===== src/rtl/canbm_pkg.sv =====
package canbm_pkg;
   localparam int MODE_W = 2;

   typedef enum logic [MODE_W-1:0] {
      BM_DIFF    = 2'd0,
      BM_ONE_RX1 = 2'd1,
      BM_ONE_RX0 = 2'd2,
      BM_SLEEP   = 2'd3
   } bus_mode_t;
endpackage


===== src/rtl/canbm_mode_fsm.sv =====
module canbm_mode_fsm
   import canbm_pkg::*;
(
   input  logic      clk,
   input  logic      rst_n,
   input  logic      fail_evt,
   input  logic      wake_evt,
   output bus_mode_t mode_q,
   output logic      chg_q
);
   bus_mode_t             mode_d;
   logic [MODE_W-1:0]     mode_inc;

   assign mode_inc = mode_q + MODE_W'(1);

   always_comb begin
      mode_d = mode_q;
      if (mode_q != BM_SLEEP) begin
         if (fail_evt) mode_d = bus_mode_t'(mode_inc);
      end else if (wake_evt) begin
         mode_d = BM_DIFF;
      end
   end

   always_ff @(posedge clk or negedge rst_n) begin
      if (!rst_n) begin
         mode_q <= BM_SLEEP;
         chg_q  <= 1'b0;
      end else begin
         mode_q <= mode_d;
         chg_q  <= (mode_d != mode_q);
      end
   end


   step_chk: assert property (@(posedge clk) disable iff (!rst_n)
      (mode_q != BM_SLEEP && fail_evt) |=> (mode_q == bus_mode_t'($past(mode_q) + 2'd1)));


   sleep_hold_chk: assert property (@(posedge clk) disable iff (!rst_n)
      (mode_q == BM_SLEEP && !wake_evt) |=> (mode_q == BM_SLEEP));


   wake_chk: assert property (@(posedge clk) disable iff (!rst_n)
      (mode_q == BM_SLEEP && wake_evt) |=> (mode_q == BM_DIFF));


   hold_chk: assert property (@(posedge clk) disable iff (!rst_n)
      (mode_q != BM_SLEEP && !fail_evt) |=> $stable(mode_q));
endmodule


===== src/rtl/canbm_rx_select.sv =====
module canbm_rx_select
   import canbm_pkg::*;
#(
   parameter int RX_REG = 0
)(
   input  logic      clk,
   input  logic      rst_n,
   input  bus_mode_t mode,
   input  logic      rx0_gt_rx1,
   input  logic      rx0_gt_ref,
   input  logic      rx1_gt_ref,
   output logic      rx_bit,
   output logic      wake_dom
);
   logic rx_sel;

   if (!(RX_REG inside {0, 1})) begin : g_bad_param
      $error("canbm_rx_select: RX_REG must be 0 or 1");
   end

   always_comb begin
      unique case (mode)
         BM_DIFF:    rx_sel = rx0_gt_rx1;
         BM_ONE_RX1: rx_sel = ~rx1_gt_ref;
         BM_ONE_RX0: rx_sel = rx0_gt_ref;
         default:    rx_sel = 1'b1;
      endcase
   end

   // dominant on either wire: input 0 below reference or input 1 above it
   assign wake_dom = ~rx0_gt_ref | rx1_gt_ref;

   if (RX_REG == 1) begin : g_reg
      always_ff @(posedge clk or negedge rst_n) begin
         if (!rst_n) rx_bit <= 1'b1;
         else        rx_bit <= rx_sel;
      end
   end else begin : g_comb
      assign rx_bit = rx_sel;
   end
endmodule


===== src/rtl/canbm_drive_ctrl.sv =====
module canbm_drive_ctrl
   import canbm_pkg::*;
(
   input  logic      clk,
   input  logic      rst_n,
   input  bus_mode_t mode,
   input  logic      chg,
   output logic      tx0_en,
   output logic      tx1_en,
   output logic      osc_run,
   output logic      io_clr,
   output logic      rstd_set,
   output logic      ew_clr
);
   always_comb begin
      tx0_en  = 1'b0;
      tx1_en  = 1'b0;
      osc_run = 1'b1;
      unique case (mode)
         BM_DIFF, BM_ONE_RX1: begin
            tx0_en = 1'b1;
            tx1_en = 1'b1;
         end
         BM_ONE_RX0: tx0_en = 1'b1;
         default:    osc_run = 1'b0;
      endcase
   end

   assign io_clr   = chg;
   assign rstd_set = chg;
   assign ew_clr   = chg;


   clr_only_on_change_chk: assert property (@(posedge clk) disable iff (!rst_n)
      io_clr |-> (mode != $past(mode)));


   change_gives_clr_chk: assert property (@(posedge clk) disable iff (!rst_n)
      (mode != $past(mode)) |-> io_clr);
endmodule


===== src/rtl/canbm_seq.sv =====
module canbm_seq
   import canbm_pkg::*;
#(
   parameter int RX_REG = 0
)(
   input  logic              clk,
   input  logic              rst_n,
   input  logic              rx0_gt_rx1,
   input  logic              rx0_gt_ref,
   input  logic              rx1_gt_ref,
   input  logic              bit_ovf,
   input  logic              tec_ovf,
   output logic [MODE_W-1:0] bus_mode,
   output logic              rx_bit,
   output logic              tx0_en,
   output logic              tx1_en,
   output logic              osc_run,
   output logic              io_clr,
   output logic              rstd_set,
   output logic              ew_clr
);
   bus_mode_t mode;
   logic      chg;
   logic      wake_dom;
   logic      fail_evt;

   assign fail_evt = bit_ovf | tec_ovf;

   canbm_mode_fsm u_fsm (
      .clk      (clk),
      .rst_n    (rst_n),
      .fail_evt (fail_evt),
      .wake_evt (wake_dom),
      .mode_q   (mode),
      .chg_q    (chg)
   );

   canbm_rx_select #(.RX_REG(RX_REG)) u_rx (
      .clk        (clk),
      .rst_n      (rst_n),
      .mode       (mode),
      .rx0_gt_rx1 (rx0_gt_rx1),
      .rx0_gt_ref (rx0_gt_ref),
      .rx1_gt_ref (rx1_gt_ref),
      .rx_bit     (rx_bit),
      .wake_dom   (wake_dom)
   );

   canbm_drive_ctrl u_drv (
      .clk      (clk),
      .rst_n    (rst_n),
      .mode     (mode),
      .chg      (chg),
      .tx0_en   (tx0_en),
      .tx1_en   (tx1_en),
      .osc_run  (osc_run),
      .io_clr   (io_clr),
      .rstd_set (rstd_set),
      .ew_clr   (ew_clr)
   );

   assign bus_mode = mode;


   sleep_quiet_chk: assert property (@(posedge clk) disable iff (!rst_n)
      (bus_mode == 2'd3) |-> (!osc_run && !tx0_en && !tx1_en));
endmodule


===== config.mk =====
export PLATFORM = sky130hd
export DESIGN_NAME = canbm_seq
export DESIGN_NICKNAME = d
export VERILOG_FILES = /design/src/rtl/canbm_pkg.sv /design/src/rtl/canbm_mode_fsm.sv /design/src/rtl/canbm_rx_select.sv /design/src/rtl/canbm_drive_ctrl.sv /design/src/rtl/canbm_seq.sv
export SDC_FILE = /design/constraint.sdc
export NUM_CORES = 1
export LEC_CHECK = 0
export CAP_MARGIN = 20
export CORE_AREA = 5 5 42 44
export CTS_BUF_LIST = sky130_fd_sc_hd__clkbuf_8
export DETAILED_ROUTE_END_ITERATION = 10
export DIE_AREA = 0 0 47 49
export DONT_BUFFER_PORTS = 1
export SLEW_MARGIN = 20
export SYNTH_ARGS = -nofsm -noshare
export SYNTH_HDL_FRONTEND = slang
export SYNTH_SLANG_ARGS = --single-unit
export TNS_END_PERCENT = 20

===== constraint.sdc =====
create_clock -name clk -period 1.55 [get_ports clk]
set_clock_uncertainty 0.05 [all_clocks]
set_input_delay 0.31 -clock clk [delete_from_list [all_inputs] [get_ports clk]]
set_output_delay 0.31 -clock clk [all_outputs]
set_load 0.02 [all_outputs]

[Word level (Yosys, flattened, before mapping)]
Cells that the tools add are included.
Cells by class
  add/subtract/negate cells: 1
  equality and inequality tests: 4
  mux-type cells: 6
  bitwise operators: 4
  reductions and logical operators: 3
Operators by type and width (number)
  2-to-1 mux 2 bit: 3
  case mux 1 bit (3 select lines): 1
  OR reduction 3 bit: 1
  adder 2 x 1 -> 2 bit (second input constant): 1
  equality test 2 x 1 -> 1 bit (second input constant): 1
  equality test 2 bit (second input constant): 1
  logical NOT 2 bit: 1
  2-to-1 mux 1 bit: 2
  inequality test 2 bit: 1
  inequality test 2 bit (second input constant): 1
  inverter 1 bit: 2
  bitwise OR 1 bit: 2
  OR reduction 2 bit: 1
Word-level totals
  flip-flop bits (word level): 3
  output and inout port bits: 9

[Longest topological paths before layout]
  word-level depth: 5
  gate-level depth with buffers: 4

[Hierarchy]
From an unflattened synthesis, not the netlist that was laid out.
Second synthesis, totals
  cells, all modules: 25
  area, all modules: 229.0 µm²
Modules (own cells, without submodules)
  canbm_mode_fsm: times used 1, cells an instance 13, area an instance 148.9 µm², seq. area each 77.6 µm²
  canbm_drive_ctrl: times used 1, cells an instance 6, area an instance 37.5 µm², seq. area each 0.0 µm²
  canbm_rx_select: times used 1, cells an instance 5, area an instance 36.3 µm², seq. area each 0.0 µm²
  canbm_seq: times used 1, cells an instance 1, area an instance 6.3 µm², seq. area each 0.0 µm²

[Least setup slack after synthesis]
OpenSTA, ideal clock, no wires.
  path kind: register to output
  start: reg u_fsm.mode_q[0]
  end: out tx1_en
  arrival: 1.270 ns
  setup slack: -0.080 ns
  cell stages (with the launch flop): 4
  path buffers: 0
  path through: dfstp_2 inv_1 ha_1 or2_2
On the way
  longest elaborated chain between the ends: 3
  elaborated cells between the ends (all ways): 4
Ends and longest elaborated chain
  from (decl): line canbm_mode_fsm.sv:8  | output bus_mode_t mode_q,
  from (signal assigned): line canbm_mode_fsm.sv:30  | mode_q <= mode_d;
  equality test 2 x 1 -> 1 bit / logical NOT 2 bit (equally long branches): line canbm_drive_ctrl.sv:19  | unique case (mode)
  OR reduction 2 bit *
  2-to-1 mux 1 bit *: line canbm_drive_ctrl.sv:19
  to (decl): line canbm_seq.sv:16  | output logic tx1_en,
Mark *: on every way between the ends. The rest lies on a longest branch, timed or not.

[Final worst setup path]
  start: reg u_fsm.mode_q[1]
  end: out tx1_en
The elaborated chain is that of the path after synthesis.

==> key figures <==
Run status
  • Status: finished, violations left
  • Failing checks: negative setup slack

Worst setup path
  • Critical path type: flop to output port
  • Critical R2R Launch: u_fsm.mode_q[0]$_DFF_PN1_
  • Worst reg2reg path depth: 3
  • Setup crit end kind: output port
  • Crit path max fanout: 5
  • Worst EP required: 1.19 ns
  • Reg2reg end: u_fsm.mode_q[0]$_DFF_PN1_
  • Flop-to-flop setup slack: 0.14 ns
  • CP Launch Type: flop
  • Worst EP arrival: 1.28 ns

Run
  • Max-cap viol count: 0

Cells and area
  • Synth-to-layout area growth: 52.30%
  • Layout fillers: 156
  • Antenna cells: 0
  • Share of layout cells above drive strength 1: 62.16%
  • Util after Layout: 32.50%
  • Final-stage net count: 50
  • Final instance area: 455.4 µm²

Pwr
  • Reg power frac: 19.9%
  • P_int: 0.5974 mW
  • Psw: 0.5204 mW
  • Clock Power Share: 20.9%
  • Power density over cell area: 2454 nW/µm²
  • Leak: 0.1837 nW
  • Comb pwr share: 59.2%
  • Sw frac: 46.56%
  • VDD IR-drop max: 458.9 µV

Floorplanning
  • Site Rows: 14
  • Core Area: 1401 µm²
  • Initial core utilization: 21.34%
  • IO Pins: 16
  • Die Y: 49 µm
  • Die Wd: 47 µm
  • Die area: 2303 µm²

Clock network
  • CTS tree: yes
  • Worst-Skew Late Latency: 0.22 ns
  • Root Driver: clkbuf_8
  • Inserted Clock Buffers: 3
  • Clock Path Buffers: 2
  • Clock slew at reported path FFs: 0.03 ns
  • TritonCTS Sinks: 3
  • H-tree levels: 1

Logic synthesis
  • Largest cells by area after synthesis: ha_1, dfstp_2, dfrtp_1
  • Flops & latches, synth: 3
  • Main flop type after synthesis: dfstp_2
  • Yosys top cell area share: 20.92%
  • Most numerous cell in the Yosys netlist: ha_1
  • Register area share after synthesis: 25.94%
  • Most frequent cells after synthesis: ha_1, buf_4, inv_1
  • Synth async-reset ratio: 100.0%
  • Mapped Nets: 43
  • Post-Syn Area: 299.0 µm²
  • Post-Syn Instances: 31
  • Library cells used by synthesis: 18
  • Post-synth EDFFs: 0
  • Avg Cell Area, Syn: 9.646 µm²
  • Yosys warning total: 0
  • Dominant cell type by area after synthesis: ha_1

STA
  • Slew @ Worst Pin: 0.5345 ns
  • Crit path time final: 1.639 ns
  • Final Max Tran Viols: 0
  • Post-route clock period utilization: 105.7%
  • Fin. Hold Viols: 0
  • Maximum clock frequency: 610.2 MHz
  • Final setup violation count: 4
  • Slew headroom: 64.39%
  • Setup ws final: -0.08881 ns
  • RSZ-0062 raised after global routing: yes

Global routing
  • Initial antenna violation count: 0
  • First-pass GRT wire length: 1221 µm
  • Largest net degree at the start of global routing: 9
  • Gr usage total: 7.530%
  • GRT Residual Overflow: 0
  • Number of global-route vias before repair: 260

Detailed routing
  • # DRC: 0
  • Antenna Nets Post-Route: 0
  • Routed wire length: 786 µm
  • Via density: 4.642
  • Drt first pass iters: 1
  • Via total after detailed routing: 246
  • WL per Instance: 14.83 µm
  • Iter 0 DRT Violations: 0

Worst hold path
  • Hold Path Class: input port to flop
  • Worst hold path endpoint: u_fsm.mode_q[0]$_DFF_PN1_
  • Worst Hold Depth: 2
  • Hold Crit Start: rx0_gt_ref

Placement
  • PortBufs: 0
  • GP Congestion: 0.6963
  • Area of placed instances: 319.1 µm²
## flip-flops by register name, indices dropped and copies added (netlist names)
register      flops
u_fsm.chg_q       1
u_fsm.mode_q      2
## cell families after synthesis
logic type / Yosys count / share of synthesized area, %
AND/OR/NAND/NOR: 11 / 25.94
flip-flops: 3 / 25.94
adder cells (fa/ha/maj): 5 / 20.92
AO/OA/AOI/OAI: 6 / 15.90
buffers and inverters: 6 / 11.30
## cell type report
class / count / area [µm²] / area share, %
clock buffers: 3 / 41.29 / 9.066
clock inverters: 1 / 3.754 / 0.8242
inverters: 3 / 11.26 / 2.473
multi-input cells: 22 / 261.5 / 57.42
flip-flops and latches: 3 / 77.57 / 17.03
well taps: 16 / 20.02 / 4.396
repair buffers: 5 / 40.04 / 8.791
## critical path, stage by stage, from the launching register on
cell and delay, ns:
dfstp_2 0.56, inv_2 0.07, ha_4 0.16, or2_4 0.27
## worst max path at each step
stage / startpoint / to / cells after the start
CTS: u_fsm.mode_q[0]$_DFF_PN1_ / rx_bit / 4
global placement: u_fsm.mode_q[0]$_DFF_PN1_ / rx_bit / 4
floorplan: u_fsm.mode_q[0]$_DFF_PN1_ / tx1_en / 3
global route: u_fsm.mode_q[1]$_DFF_PN1_ / tx1_en / 3
detailed placement: u_fsm.mode_q[0]$_DFF_PN1_ / rx_bit / 4
finish: u_fsm.mode_q[1]$_DFF_PN1_ / tx1_en / 3
## per-stage QoR
step                      cells  setup slack [ns]  setup TNS (ns)  power (mW)  hold slack [ns]
after detailed placement     46            0.1028               0      0.6935         -0.03551
after CTS                    53          -0.09119         -0.3037       1.008           0.2052
after global placement       46            0.1017               0      0.6890         -0.03551
after floorplan              31           0.01570               0      0.6390         -0.03559
final                        53          -0.08881         -0.2674       1.118           0.2033
after global routing         53           -0.1270         -0.4456       1.198           0.2207
## cell usage in the layout (no fill, tap or decap)
cell type / instances
nand2b_4: 1
ha_1: 1
buf_4: 4
o211ai_2: 2
ha_4: 3
nand2b_2: 1
nand3_4: 1
nor2_1: 1
dfstp_2: 2
o21bai_1: 1
or4b_1: 2
dlygate4sd3_1: 1
inv_2: 3
a21oi_4: 1
clkbuf_8: 3
or2_4: 1
ha_2: 1
nor2b_1: 1
inv_1: 1
dfrtp_1: 1
o21ai_0: 2
nand2_1: 1
nand4b_1: 2
## metal layers
metal,wire length [µm],GRT usage [%],vias to the layer above
li1,-,-,116
met1,273,7.675,114
met2,363,10.41,13
met3,117,6.273,3
met4,31,4.147,0
met5,0,0,-
## power by group through the flow
stage	clock network (mW)	registers (mW)	logic (mW)
3_3_place_gp	0	0.221	0.468
3_5_place_dp	0	0.221	0.472
6_report	0.234	0.222	0.662
2_1_floorplan	0	0.241	0.398
4_1_cts	0.232	0.222	0.554
5_1_grt	0.251	0.234	0.713
## timing repair
| action | CTS | global route |
|---|---|---|
| setup buffers | 2 | 0 |
| resized for setup | 7 | 6 |
| endpoints found under the hold margin | 3 | 0 |
| pin swaps | 4 | 3 |
| endpoints found under the setup margin | 4 | 4 |
| gates cloned | 0 | 0 |
| hold buffers | 1 | 0 |
(Power assumes the default switching activity.)
